**src/rtl/mw_cfg_pkg.sv**
```systemverilog
package mw_cfg_pkg;

  // Command: start bit, read opcode (2 bits), six-bit address of zero.
  localparam int unsigned CMD_LEN = 9;
  localparam logic [CMD_LEN-1:0] CMD_SEQ = 9'b1_10_000000;

  // Width of one EEPROM word.
  localparam int unsigned WORD_W = 16;

  typedef enum logic {
    SEQ_RUN  = 1'b0,
    SEQ_HALT = 1'b1
  } seq_st_e;

endpackage

```
**src/rtl/mw_sk_gen.sv**
```systemverilog
module mw_sk_gen #(
  parameter int unsigned HALF_DIV = 4
) (
  input  logic clk,
  input  logic rst_n,
  input  logic run,
  output logic sk,
  output logic rise,
  output logic fall
);

  localparam int unsigned CNT_W = (HALF_DIV < 2) ? 1 : $clog2(HALF_DIV);
  localparam logic [CNT_W-1:0] CNT_LAST = CNT_W'(HALF_DIV - 1);

  logic [CNT_W-1:0] cnt_q, cnt_d;
  logic             sk_q, sk_d;
  logic             tick;

  always_comb begin
    tick  = run && (cnt_q == CNT_LAST);
    cnt_d = cnt_q;
    sk_d  = sk_q;
    if (!run) begin
      cnt_d = '0;
      sk_d  = 1'b0;
    end else if (tick) begin
      cnt_d = '0;
      sk_d  = ~sk_q;
    end else begin
      cnt_d = cnt_q + 1'b1;
    end
  end

  always_ff @(posedge clk or negedge rst_n) begin
    if (!rst_n) begin
      cnt_q <= '0;
      sk_q  <= 1'b0;
    end else begin
      cnt_q <= cnt_d;
      sk_q  <= sk_d;
    end
  end

  assign sk   = sk_q;
  assign rise = tick && !sk_q;
  assign fall = tick && sk_q;

  // once stopped, the serial clock rests low
  a_r6_idle_low: assert property (@(posedge clk) disable iff (!rst_n)
    !run |=> !sk);

endmodule

```
**src/rtl/mw_seq.sv**
```systemverilog
module mw_seq
  import mw_cfg_pkg::*;
#(
  parameter int unsigned NCAP = 2
) (
  input  logic clk,
  input  logic rst_n,
  input  logic rise,
  input  logic fall,
  output logic run,
  output logic sdo,
  output logic cap,
  output logic done
);

  localparam int unsigned N_TOT = CMD_LEN + WORD_W + NCAP;
  localparam int unsigned BC_W  = $clog2(N_TOT + 1);
  localparam logic [BC_W-1:0] BC_LAST = BC_W'(N_TOT - 1);
  localparam logic [BC_W-1:0] BC_DATA = BC_W'(CMD_LEN);

  seq_st_e          st_q, st_d;
  logic [BC_W-1:0]  bc_q, bc_d;
  logic             done_q, done_d;
  logic [CMD_LEN-1:0] cmd_sh;
  logic             last;

  always_comb begin
    last   = (bc_q == BC_LAST);
    st_d   = st_q;
    bc_d   = bc_q;
    done_d = 1'b0;
    if (st_q == SEQ_RUN && fall) begin
      if (last) begin
        st_d   = SEQ_HALT;
        done_d = 1'b1;
      end else begin
        bc_d = bc_q + 1'b1;
      end
    end
  end

  always_ff @(posedge clk or negedge rst_n) begin
    if (!rst_n) begin
      st_q   <= SEQ_RUN;
      bc_q   <= '0;
      done_q <= 1'b0;
    end else begin
      st_q   <= st_d;
      bc_q   <= bc_d;
      done_q <= done_d;
    end
  end

  // The command bit for the current serial cycle; the counter moves on falls.
  always_comb begin
    cmd_sh = CMD_SEQ << bc_q;
    sdo    = (st_q == SEQ_RUN) ? cmd_sh[CMD_LEN-1] : 1'b0;
  end

  assign run  = (st_q == SEQ_RUN);
  assign cap  = run && rise && (bc_q >= BC_DATA);
  assign done = done_q;

  // completion is a single pulse and the clock does not restart
  a_r7_done_quiet: assert property (@(posedge clk) disable iff (!rst_n)
    done |=> (!run && !done));

endmodule

```
**src/rtl/mw_cap.sv**
```systemverilog
module mw_cap (
  input  logic clk,
  input  logic rst_n,
  input  logic cap,
  input  logic sdi,
  output logic bit_o,
  output logic valid_o
);

  logic bit_q, bit_d;
  logic vld_q, vld_d;

  always_comb begin
    vld_d = cap;
    bit_d = cap ? sdi : bit_q;
  end

  always_ff @(posedge clk or negedge rst_n) begin
    if (!rst_n) begin
      bit_q <= 1'b0;
      vld_q <= 1'b0;
    end else begin
      bit_q <= bit_d;
      vld_q <= vld_d;
    end
  end

  assign bit_o   = bit_q;
  assign valid_o = vld_q;

  // a bit strobe never lasts longer than one cycle
  a_r4_valid_single: assert property (@(posedge clk) disable iff (!rst_n)
    valid_o |=> !valid_o);

endmodule

```
**src/rtl/mw_cfg_reader.sv**
```systemverilog
module mw_cfg_reader #(
  parameter int unsigned HALF_DIV = 4,
  parameter bit          WIDE     = 1'b0
) (
  input  logic clk,
  input  logic rst_n,
  output logic sk_o,
  output logic sdo_o,
  input  logic sdi_i,
  output logic cfg_bit_o,
  output logic cfg_valid_o,
  output logic done_o
);

  localparam int unsigned NCAP = WIDE ? 3 : 2;

  // Reset: asserted asynchronously, released on a clock edge.
  logic rst_meta_q, rst_sync_n;

  always_ff @(posedge clk or negedge rst_n) begin
    if (!rst_n) begin
      rst_meta_q <= 1'b0;
      rst_sync_n <= 1'b0;
    end else begin
      rst_meta_q <= 1'b1;
      rst_sync_n <= rst_meta_q;
    end
  end

  logic run, rise, fall, cap;

  mw_sk_gen #(.HALF_DIV(HALF_DIV)) u_sk_gen (
    .clk   (clk),
    .rst_n (rst_sync_n),
    .run   (run),
    .sk    (sk_o),
    .rise  (rise),
    .fall  (fall)
  );

  mw_seq #(.NCAP(NCAP)) u_seq (
    .clk   (clk),
    .rst_n (rst_sync_n),
    .rise  (rise),
    .fall  (fall),
    .run   (run),
    .sdo   (sdo_o),
    .cap   (cap),
    .done  (done_o)
  );

  mw_cap u_cap (
    .clk     (clk),
    .rst_n   (rst_sync_n),
    .cap     (cap),
    .sdi     (sdi_i),
    .bit_o   (cfg_bit_o),
    .valid_o (cfg_valid_o)
  );

  // a bit strobe appears only in the cycle the serial clock has just risen
  a_r4_sample_on_rise: assert property (@(posedge clk) disable iff (!rst_sync_n)
    cfg_valid_o |-> $rose(sk_o));

  // the command line holds while the serial clock is high
  a_r5_sdo_stable_high: assert property (@(posedge clk) disable iff (!rst_sync_n)
    (sk_o && $past(sk_o)) |-> $stable(sdo_o));

endmodule

```
**config.mk**
```make
export PLATFORM = sky130hd
export DESIGN_NAME = mw_cfg_reader
export DESIGN_NICKNAME = d
export VERILOG_FILES = /design/src/rtl/mw_cfg_pkg.sv /design/src/rtl/mw_sk_gen.sv /design/src/rtl/mw_seq.sv /design/src/rtl/mw_cap.sv /design/src/rtl/mw_cfg_reader.sv
export SDC_FILE = /design/constraint.sdc
export NUM_CORES = 1
export LEC_CHECK = 0
export ABC_AREA = 1
export BUFFER_PORTS_ARGS = -buffer_cell sky130_fd_sc_hd__clkbuf_2
export CORE_MARGIN = 2
export CORE_UTILIZATION = 48
export DETAILED_ROUTE_END_ITERATION = 8
export PLACE_DENSITY = 0.82
export SKIP_LAST_GASP = 1
export SLEW_MARGIN = 10
export SYNTH_ARGS = -nofsm -noshare
export SYNTH_HDL_FRONTEND = slang
export SYNTH_SLANG_ARGS = --single-unit
```
**constraint.sdc**
```tcl
create_clock -name clk -period 0.8 [get_ports clk]
set_input_delay 0.04 -clock clk [delete_from_list [all_inputs] [get_ports clk]]
set_output_delay 0.04 -clock clk [all_outputs]
set_load 0.01 [all_outputs]
```
# ---- Word level (Yosys, flattened, before mapping)
# Index checks and enable logic that the tools add are counted.
dict set report totals {
  reg_bits 14
  inputBits 3
  output_inout_bits 5
}
dict set report op_classes {
  add_sub_neg 2
  magnitude_cmp 1
  eq_ne 2
  n_shift 1
  n_mux 7
  bitwise_logic 3
  n_reduce_logical 10
}
# op count
set op_table {}
lappend op_table {{$shl 9x5->9 const A} 1}
lappend op_table {{$logic_and 1x1->1} 6}
lappend op_table {{$add 5x1->5 const B} 1}
lappend op_table {{$eq 5x5->1 const B} 1}
lappend op_table {{$ge 5x4->1 const B} 1}
lappend op_table {{$mux 1} 5}
lappend op_table {{$mux 2} 2}
lappend op_table {{$reduce_and 2->1} 2}
lappend op_table {{$not 1->1} 3}
lappend op_table {{$add 2x1->2 const B} 1}
lappend op_table {{$eq 2x2->1 const B} 1}
lappend op_table {{$reduce_bool 2->1} 1}
lappend op_table {{$logic_not 1->1} 1}

# ---- Depth between registers and ports, before layout
# Gate-level depths: netlist of run 1.
dict set report depth {
  depth_word 5
  ltp_mapped 9
  depth_no_buf 9
}

# ---- By module
# Synthesis of run 1 repeated with hierarchy kept, for this count alone.
dict set report hier_totals {
  cells_unflattened 89
  area_unflattened_um2 729.4
}
# module n_inst cells_each area_each_um2 seq_area_each_um2
set by_module_without_submodules {}
lappend by_module_without_submodules {mw_seq 1 64 475.5 175.2}
lappend by_module_without_submodules {mw_sk_gen 1 16 135.1 75.1}
lappend by_module_without_submodules {mw_cap 1 6 65.1 50.0}
lappend by_module_without_submodules {mw_cfg_reader 1 3 53.8 50.0}

# ---- Worst setup path before layout of run 1
# OpenSTA, ideal clock, no wires.
dict set report synth_path {
  path_type {flip-flop to flip-flop}
  from {register u_seq.bc_q[0]}
  to {register u_seq.bc_q[4]}
  setup_ns 0.123
  arrival_time_ns 1.049
  slack_ns -0.372
  path_stages_with_launch 8
  path_buffers 0
  period_less_slack_ns 1.172
  cell_sequence {dfrtp_1 inv_1 ha_1 nand4_2 nand2_4 inv_2 nand2_1 o21ai_1}
}
dict set report synth_via {
  elab_chain_len 3
  elab_cells_between_ends 4
  classes_between {add/sub (1); eq/ne (1); bitwise (1); reduce/logical (1)}
}
# item line_no
set synth_rtl {}
lappend synth_rtl {{start: declaration} mw_seq.sv:22} ;# logic [BC_W-1:0] bc_q, bc_d;
lappend synth_rtl {{start signal: assignment} mw_seq.sv:45} ;# bc_q <= '0;
lappend synth_rtl {{start signal: assignment} mw_seq.sv:49} ;# bc_q <= bc_d;
lappend synth_rtl {{parallel branches: the longest is 3 deep, another holds $add 5x1->5} -}
# Parallel ways; which one is timed is not known.
# A chain may end at the register's enable or synchronous reset.

# ---- Final worst setup path of run 1
dict set report layout_path {
  from {register u_seq.bc_q[1]}
  to {register u_seq.bc_q[2]}
}
# Same word-level chain as after synthesis.

==> impl_metrics.json, run 1 <==
{
  "setup_viol": 17,
  "start_util_pct": 50.2,
  "failed_checks": "negative setup slack",
  "drv_cap": 0,
  "detail_route.vias_per_cell": 4.68,
  "crit_arrival_ns": 1.40,
  "ctsLongestPathBuffers": 2,
  "finalHoldViolCount": 0,
  "port_buffers": 7,
  "worst_r2r_endpoint": "u_seq.bc_q[2]",
  "p_clk_share_pct": 34.8,
  "dp_slack_ns": -0.381,
  "ys_seq_elements": 14,
  "ys_warn_count": 0,
  "ff2ff_setup_slack_ns": -0.42,
  "ys_seq_area_share_pct": 54.3,
  "syn2layout_area_growth_pct": 52.5,
  "cts_max_level": 1,
  "ys_types": 17,
  "dr.pass1.iters": 4,
  "power.net_switching_uw": 242,
  "p_per_area_mw_per_mm2": 1160,
  "p_leak_uw": 0.000485,
  "row_count": 13,
  "ctsRootBufferMaster": "clkbuf_4",
  "worstSetupStartpointType": "register",
  "ios": 8,
  "cp_max_fo": 6,
  "synthCells": 70,
  "drtAntennaViolNets": 0,
  "irDropWorstVdd_uv": 867,
  "vias": 533,
  "core_area_mm2": 0.00128,
  "p_total_uw": 1140,
  "endpoint_kind": "register",
  "grt_max_degree": 9,
  "rr_startpoint": "u_seq.bc_q[1]",
  "skew_ns": 0.00202,
  "use_met3_pct": 5.43,
  "antenna_found_initial": 0,
  "fin_hold_ws_ns": 0.0690,
  "final.min_clock_period_ns": 1.22,
  "regArea_um2": 354,
  "final_common_cell": "buf_4",
  "routed_wl_um": 1440,
  "period_share_pct": 152,
  "antenna_cells": 0,
  "die_w_um": 40.7,
  "switching_share_pct": 21.1,
  "place_hpwl_um": 977,
  "clk_pin_slew_worst_paths_ns": 0.08,
  "r2r_cells": 8,
  "final_nets": 108,
  "multi_input_area_um2": 348,
  "die_h_um": 40.7,
  "syn_avg_cell_area_um2": 9.22,
  "cts_buffers": 3,
  "grt_overflow": 0,
  "die-area_mm2": 0.00165,
  "final_cell_mix": "14 x buf_4, 12 x nand2_1, 11 x dfrtp_1",
  "max_freq_mhz": 820,
  "grt_pass1_vias": 514,
  "drive_gt1_share_pct": 53.5,
  "wl_per_cell_um": 12.6,
  "busiest_layer": "met2",
  "p_seq_share_pct": 62.3,
  "hold_path_class": "input port to async pin",
  "use_met2_pct": 38.9,
  "clock_sinks": 14,
  "post-route-drc-count": 0,
  "syn_nets": 77,
  "gp_congestion": 0.820,
  "tritoncts": "yes",
  "fill_cells": 99,
  "final.setup.tns_ns": -4.38,
  "clock_latency_ns": 0.28,
  "place_area_um2": 823,
  "grt_pass1_wl_um": 2180,
  "fin_area_um2": 985,
  "slew_viol_final": 0,
  "netlist_area_um2": 646,
  "p_int_uw": 903,
  "combPwrFrac_pct": 2.8,
  "rsz0062_at_grt": "true",
  "status": "finished with violations",
  "globalRouteTotalUtil_pct": 22.0,
  "first_iter_violations": 6,
  "crit_type": "register to register",
  "met1_usage_pct": 22.0,
  "required_ns": 0.98,
  "setup_slack_ns": -0.419
}
==> worst max path at each step <==
stage / end / slack, ns / startpoint / cells past startpoint
floorplan: u_seq.bc_q[4] / -0.30 / u_seq.bc_q[1] / 5
global placement: u_cap.bit_o / -0.34 / u_seq.bc_q[1] / 9
detailed placement: u_seq.bc_q[3] / -0.38 / u_sk_gen.cnt_q[0] / 6
CTS: sdo_o / -0.41 / u_seq.bc_q[2] / 4
global route: u_seq.bc_q[2] / -0.49 / u_seq.bc_q[1] / 8
finish: u_seq.bc_q[2] / -0.42 / u_seq.bc_q[1] / 8
==> what timing repair did <==
action,CTS,global route
hold buffers,2,0
hold endpoints to repair,3,0
pin swaps,13,9
setup buffers,7,1
resized for setup,16,7
setup endpoints to repair,17,17
==> power by group through the flow <==
stage | logic [uW] | clock network (uW) | registers [uW]
after floorplan | 0.432 | 0 | 735
after global placement | 25.0 | 0 | 728
after detailed placement | 25.8 | 0 | 728
after CTS | 33.5 | 408 | 714
after global routing | 37.3 | 442 | 714
final | 32.6 | 399 | 714
==> synth_stat cells <==
library cell / number / area share [%]
nand2_1: 14 / 8.1
ha_1: 4 / 7.8
or2_2: 1 / 0.97
nand4_2: 1 / 1.9
nand2_4: 1 / 1.7
dfrtp_1: 14 / 54
o21ai_0: 3 / 2.3
nand2_2: 1 / 0.97
o21ai_1: 1 / 0.77
conb_1: 1 / 0.58
inv_1: 11 / 6.4
nand3_1: 6 / 4.7
o21bai_1: 1 / 1.2
nor2_1: 7 / 4.1
inv_2: 1 / 0.58
xor2_1: 2 / 2.7
nor2_2: 1 / 0.97
==> layout make-up <==
class	count	area share (%)
Sequential cell	14	36.0
Multi-Input combinational cell	44	35.3
Clock buffer	3	2.29
Timing Repair Buffer	26	19.7
Tap cell	15	1.91
Inverter	12	4.83
==> metal layers <==
layer	vias to the layer above	part of all wire, %
met5	-	0
met4	0	2.8
met3	5	2.5
met2	9	54
met1	245	41
li1	274	-
==> sequential cells by signal (all words and copies together) (netlist names) <==
register,count
rst_meta_q,1
rst_sync_n,1
u_cap.bit_o,1
u_cap.valid_o,1
u_seq.bc_q,5
u_seq.done,1
u_seq.st_q,1
u_sk_gen.cnt_q,2
u_sk_gen.sk,1
==> metrics by stage <==
step,utilization (%),std cells
2_1_floorplan,-,70
3_3_place_gp,64.1,102
3_5_place_dp,64.1,102
4_1_cts,74.0,113
5_1_grt,76.6,114
6_report,76.6,114
==> logic make-up (layout without fill, tap and decap cells) <==
family | after synthesis | count (layout) | share of synthesized area, %
xor+xnor | 2 | 2 | 2.71
other cells | 1 | 1 | 0.581
compound gates | 5 | 5 | 4.26
simple gates | 32 | 32 | 23.5
flops | 14 | 14 | 54.3
fa+ha+maj | 4 | 4 | 7.75
buf+inv | 12 | 41 | 6.98
==> critical path, stage by stage (launching register included) <==
cell     delay (ns)
dfrtp_2        0.45
buf_6          0.14
ha_4           0.16
nand4_4        0.07
nand2_4        0.09
inv_4          0.08
nand2_2        0.04
nand2_1        0.05
nand2_1        0.04
Note: power is estimated with default switching activity, not from simulation.
==> run 2, diff against run 1 <==
--- a/config.mk
+++ b/config.mk
@@ -7,10 +7,10 @@
 export LEC_CHECK = 0
 export ABC_AREA = 1
 export BUFFER_PORTS_ARGS = -buffer_cell sky130_fd_sc_hd__clkbuf_2
-export CORE_MARGIN = 2
-export CORE_UTILIZATION = 48
+export CORE_AREA = 2 2 39 41
 export DETAILED_ROUTE_END_ITERATION = 8
-export PLACE_DENSITY = 0.82
+export DIE_AREA = 0 0 41 43
+export PLACE_DENSITY = 0.8
 export SKIP_LAST_GASP = 1
 export SLEW_MARGIN = 10
 export SYNTH_ARGS = -nofsm -noshare
==> constraint.sdc (replaced) <==
create_clock -name clk -period 1.4 [get_ports clk]
set_input_delay 0.07 -clock clk [delete_from_list [all_inputs] [get_ports clk]]
set_output_delay 0.07 -clock clk [all_outputs]
set_load 0.01 [all_outputs]
==> impl_metrics.json, run 2 (synthesis gave the netlist of run 1 again) <==
{
  "ios": 8,
  "setup_viol": 0,
  "final_nets": 90,
  "rsz0062_at_grt": "false",
  "core_area_mm2": 0.00138,
  "drv_cap": 0,
  "combPwrFrac_pct": 0.8,
  "clock_latency_ns": 0.27,
  "hold_path_class": "input port to register",
  "grt_pass1_vias": 416,
  "start_util_pct": 46.7,
  "grt_pass1_wl_um": 1600,
  "max_freq_mhz": 776,
  "required_ns": 1.57,
  "drive_gt1_share_pct": 20.7,
  "regArea_um2": 350,
  "max_flop_register": "u_seq.bc_q",
  "largest_reg_flops": 5,
  "die-area_mm2": 0.00176,
  "ctsLongestPathBuffers": 2,
  "grt_overflow": 0,
  "antenna_cells": 0,
  "skew_ns": 0.00330,
  "crit_end": "u_seq.bc_q[2]",
  "detail_route.vias_per_cell": 4.66,
  "tritoncts": "yes",
  "cts_max_level": 1,
  "ff2ff_setup_slack_ns": 0.11,
  "port_buffers": 7,
  "p_per_area_mw_per_mm2": 939,
  "first_iter_violations": 6,
  "grt_max_degree": 13,
  "reg.largest.list": "u_seq.bc_q x5, u_sk_gen.cnt_q x2",
  "wl_per_cell_um": 9.88,
  "setup.worst_path.start": "u_seq.bc_q[0]",
  "row_count": 14,
  "final.setup.tns_ns": 0,
  "p_int_uw": 569,
  "cp_max_fo": 6,
  "ctsRootBufferMaster": "clkbuf_4",
  "routed_wl_um": 968,
  "finalHoldViolCount": 0,
  "fin_hold_ws_ns": 0.0228,
  "antenna_found_initial": 0,
  "die_h_um": 43,
  "globalRouteTotalUtil_pct": 13.6,
  "switching_share_pct": 19.0,
  "postCtsSetupBuffers": 0,
  "hold_buffers": 1,
  "final.min_clock_period_ns": 1.29,
  "syn2layout_area_growth_pct": 15.7,
  "irDropWorstVdd_uv": 446,
  "dr.pass1.iters": 2,
  "ctsResizeCount": 0,
  "final_cells": 98,
  "p_leak_uw": 0.000406,
  "crit_arrival_ns": 1.46,
  "fill_cells": 116,
  "gp_congestion": 0.830,
  "endpoint_kind": "register",
  "multi_input_area_um2": 250,
  "clk_pin_slew_worst_paths_ns": 0.08,
  "place_hpwl_um": 772,
  "r2r_cells": 7,
  "status": "complete, no violations",
  "worst_r2r_endpoint": "u_seq.bc_q[2]",
  "crit_type": "register to register",
  "cts_buffers": 3,
  "p_seq_share_pct": 58.9,
  "die_w_um": 41,
  "post-route-drc-count": 0,
  "period_share_pct": 92.1,
  "power.net_switching_uw": 133,
  "clock_sinks": 14,
  "rr_startpoint": "u_seq.bc_q[0]",
  "drtAntennaViolNets": 0,
  "slew_viol_final": 0,
  "final_cell_mix": "14 x nand2_1, 14 x dfrtp_1, 11 x inv_1",
  "worstSetupStartpointType": "register",
  "dp_cells": 93,
  "vias": 457,
  "p_clk_share_pct": 40.2
}
[run 2: cell count changes in the layout (fill, tap and decap cells not counted), moves of 4 or more]
cell    change
buf_4      -14
inv_1       +5
inv_2       -4
nor2_1      +4
[run 2: worst max-delay path: stages, from the launching register on]
cell	delay (ns)
dfrtp_1	0.41
inv_1	0.12
ha_1	0.19
nand4_2	0.16
nand2_4	0.12
inv_2	0.06
nand3_1	0.06
nand2_1	0.05
[run 2: layout make-up]
cell class | instances | share of cell area (%)
sequential | 14 | 46.9
multi-input combinational | 44 | 33.5
inverter | 12 | 6.03
tap | 16 | 2.68
timing repair buffer | 8 | 6.03
clock buffer | 4 | 4.86
[run 2: worst min path at each step]
stage / startpoint / end / slack [ns] / cells past startpoint
finish: sdi_i / u_cap.bit_o / 0.02 / 3
global route: sdi_i / u_cap.bit_o / 0.04 / 3
CTS: sdi_i / u_cap.bit_o / 0.02 / 3
detailed placement: rst_n / rst_sync_n / -0.14 / 1
floorplan: rst_n / rst_meta_q / -0.23 / 0
global placement: rst_n / rst_meta_q / -0.14 / 1
[run 2: per-layer routing]
layer	up-vias	global-route usage (%)	routed length, um	share of wire, %
met2	6	20.0	452	47
met3	4	4.71	27	2.8
met5	-	0	0	0
li1	237	-	-	-
met1	210	17.4	465	48
met4	0	6.00	21	2.2
[run 2: power by group through the flow]
stage / clock network [uW] / logic, uW / registers [uW]
floorplan: 0 / 0.247 / 420
global placement: 0 / 3.50 / 422
detailed placement: 0 / 3.58 / 422
CTS: 292 / 5.78 / 414
global route: 309 / 6.35 / 415
finish: 282 / 5.86 / 413
[run 2: through the flow]
stage          cell area, um^2  power [uW]  util, %  setup WS (ns)
6_report                   747         702     54.0          0.111
5_1_grt                    747         730     54.0         0.0391
4_1_cts                    747         712     54.0         0.0998
3_5_place_dp               701         426     50.6          0.112
3_3_place_gp               701         425     50.6          0.187
2_1_floorplan              646         420        -          0.228
==> run 3, diff against run 2 <==
--- a/config.mk
+++ b/config.mk
@@ -5,12 +5,12 @@
 export SDC_FILE = /design/constraint.sdc
 export NUM_CORES = 1
 export LEC_CHECK = 0
-export ABC_AREA = 1
+export ABC_AREA = 0
 export BUFFER_PORTS_ARGS = -buffer_cell sky130_fd_sc_hd__clkbuf_2
 export CORE_AREA = 2 2 39 41
 export DETAILED_ROUTE_END_ITERATION = 8
 export DIE_AREA = 0 0 41 43
-export PLACE_DENSITY = 0.8
+export PLACE_DENSITY = 0.75
 export SKIP_LAST_GASP = 1
 export SLEW_MARGIN = 10
 export SYNTH_ARGS = -nofsm -noshare
==> impl_metrics.json, run 3 <==
{
  "hp-start": "sdi_i",
  "finalHoldViolCount": 0,
  "cp_cell_sequence": "or3_4, o311a_1, mux2_4",
  "path_delay_family": "flip-flops",
  "final_common_cell": "dfrtp_1",
  "die-area_mm2": 0.00176,
  "port_buffers": 7,
  "routed_wl_um": 1110,
  "r2r_cells": 3,
  "skew_ns": 0.00181,
  "netlist_area_um2": 589,
  "critPathBufInv": 0,
  "ctsLongestPathBuffers": 2,
  "largest_reg_flops": 5,
  "ys_seq_area_share_pct": 59.4,
  "highest_layer": "met4",
  "die_w_um": 41,
  "wl_per_cell_um": 12.9,
  "async_flop_share_pct": 100,
  "crit_end": "u_cap.bit_o",
  "synth_commonest_cells": "14 x dfrtp_1, 4 x ha_1, 4 x xnor2_1",
  "globalRouteTotalUtil_pct": 16.4,
  "synthCells": 45,
  "syn2layout_area_growth_pct": 39.1,
  "endpoint_kind": "register",
  "irDropWorstVdd_uv": 517,
  "grt_overflow": 0,
  "wl_met1_um": 461,
  "ys_warn_count": 0,
  "final_cells": 86,
  "setup_viol": 2,
  "syn_avg_cell_area_um2": 13.1,
  "ios": 8,
  "crit_arrival_ns": 1.72,
  "row_count": 14,
  "synth_edf_count": 0,
  "ctsRootBufferMaster": "clkbuf_4",
  "gp_congestion": 0.784,
  "syn_nets": 52,
  "reg.largest.list": "u_seq.bc_q x5, u_sk_gen.cnt_q x2",
  "grt_pass1_vias": 446,
  "cts_max_level": 1,
  "yosysTopAreaCell": "dfrtp_1",
  "drive_gt1_share_pct": 48.6,
  "clk_pin_slew_worst_paths_ns": 0.09,
  "drv_cap": 0,
  "grt_max_degree": 13,
  "ys_top_cells_by_area": "dfrtp_1 59%, ha_1 8.5%, xnor2_1 5.9%, mux2_4 2.5%, nand4_1 2.1%",
  "synth_top_area_share_pct": 59.4,
  "drtAntennaViolNets": 0,
  "worst_r2r_endpoint": "u_cap.bit_o",
  "detail_route.vias_per_cell": 5.17,
  "dp_cells": 78,
  "post-route-drc-count": 0,
  "status": "finished with violations",
  "core_area_mm2": 0.00138,
  "dr.pass1.iters": 4,
  "p_per_area_mw_per_mm2": 863,
  "antenna_cells": 0,
  "setup.worst_path.start": "u_seq.bc_q[2]",
  "period_share_pct": 111,
  "vias": 445,
  "cp_max_fo": 2,
  "worstSetupStartpointType": "register",
  "synthFlopType": "dfrtp_1",
  "rsz0062_at_grt": "true",
  "ff2ff_setup_slack_ns": -0.16,
  "slowest_stage": "dfrtp_1",
  "hold_path_class": "input port to register",
  "wl_met3_um": 31,
  "required_ns": 1.56,
  "setup_slack_ns": -0.157,
  "final_cell_mix": "14 x dfrtp_1, 13 x buf_4, 6 x clkbuf_2",
  "max_flop_register": "u_seq.bc_q",
  "failed_checks": "negative setup slack",
  "final_nets": 78,
  "crit_path_max_incr_delay_ns": 0.40,
  "p_leak_uw": 0.000421,
  "tritoncts": "yes",
  "die_h_um": 43,
  "synthMostInstantiatedCell": "dfrtp_1",
  "clock_sinks": 14,
  "crit_type": "register to register",
  "max_freq_mhz": 642,
  "ys_types": 21,
  "antenna_found_initial": 0,
  "first_iter_violations": 5,
  "slew_viol_final": 0,
  "fin_area_um2": 820,
  "ys_seq_elements": 14,
  "place_area_um2": 719,
  "cts_buffers": 3,
  "rr_startpoint": "u_seq.bc_q[2]",
  "grt_pass1_wl_um": 1860,
  "final.min_clock_period_ns": 1.56,
  "route.met2.wl_um": 572,
  "crit_cells": 3,
  "place_hpwl_um": 816,
  "clock_latency_ns": 0.27,
  "start_util_pct": 42.6
}
## run 3: area by class of cell
type	count	area, um^2
fill	120	564
sequential	14	350
multi-input combinational	29	263
timing repair buffer	21	143
clock buffer	4	36.3
tap	16	20.0
inverter	2	7.51
## run 3: repair_timing
item                                   CTS  global route
buffers inserted                         1             3
hold buffers                             1             0
setup endpoints to repair                2             6
gates resized for setup                  1             8
endpoints found under the hold margin    2             0
pin swaps                                0             2
## run 3: worst min-delay path by stage
stage	end	slack (ns)	depth (start not counted)
after floorplan	rst_meta_q	-0.23	0
after global placement	rst_meta_q	-0.14	1
after detailed placement	rst_meta_q	-0.14	1
after CTS	u_cap.bit_o	0.04	2
after global routing	u_cap.bit_o	0.03	2
final	u_cap.bit_o	0.05	2
## run 3: cells by family (layout without fill, tap and decap cells)
family / Yosys count / count (layout) / share of synthesized area (%)
and+or+nand+nor: 15 / 15 / 15.3
DFF: 14 / 14 / 59.4
adders and majority gates: 4 / 4 / 8.49
xor gates and xnor gates: 4 / 4 / 5.94
muxes: 3 / 3 / 6.16
AOI/OAI and AO/OA: 2 / 2 / 2.76
buffers and inverters: 2 / 27 / 1.27
other: 1 / 1 / 0.636
## run 3: report_power, final
part / switching (uW) / internal, uW
Combinational: 2.07 / 3.83
Clock: 130 / 158
Sequential: 6.77 / 407
## run 3: routing by layer
metal | track usage, % | up-vias
met5 | 0 | -
met3 | 4.71 | 6
li1 | - | 205
met1 | 19.4 | 225
met2 | 25.9 | 9
met4 | 8.00 | 0
## run 3: through the flow
step	hold slack, ns	setup TNS (ns)	setup slack, ns	utilization [%]	power (uW)
floorplan	-0.226	-0.104	-0.104	-	420
global placement	-0.142	-0.0778	-0.0778	52.0	425
detailed placement	-0.144	-0.110	-0.110	52.0	426
CTS	0.0395	-0.248	-0.127	56.2	716
global route	0.0336	-0.398	-0.189	59.2	736
finish	0.0451	-0.291	-0.157	59.2	707
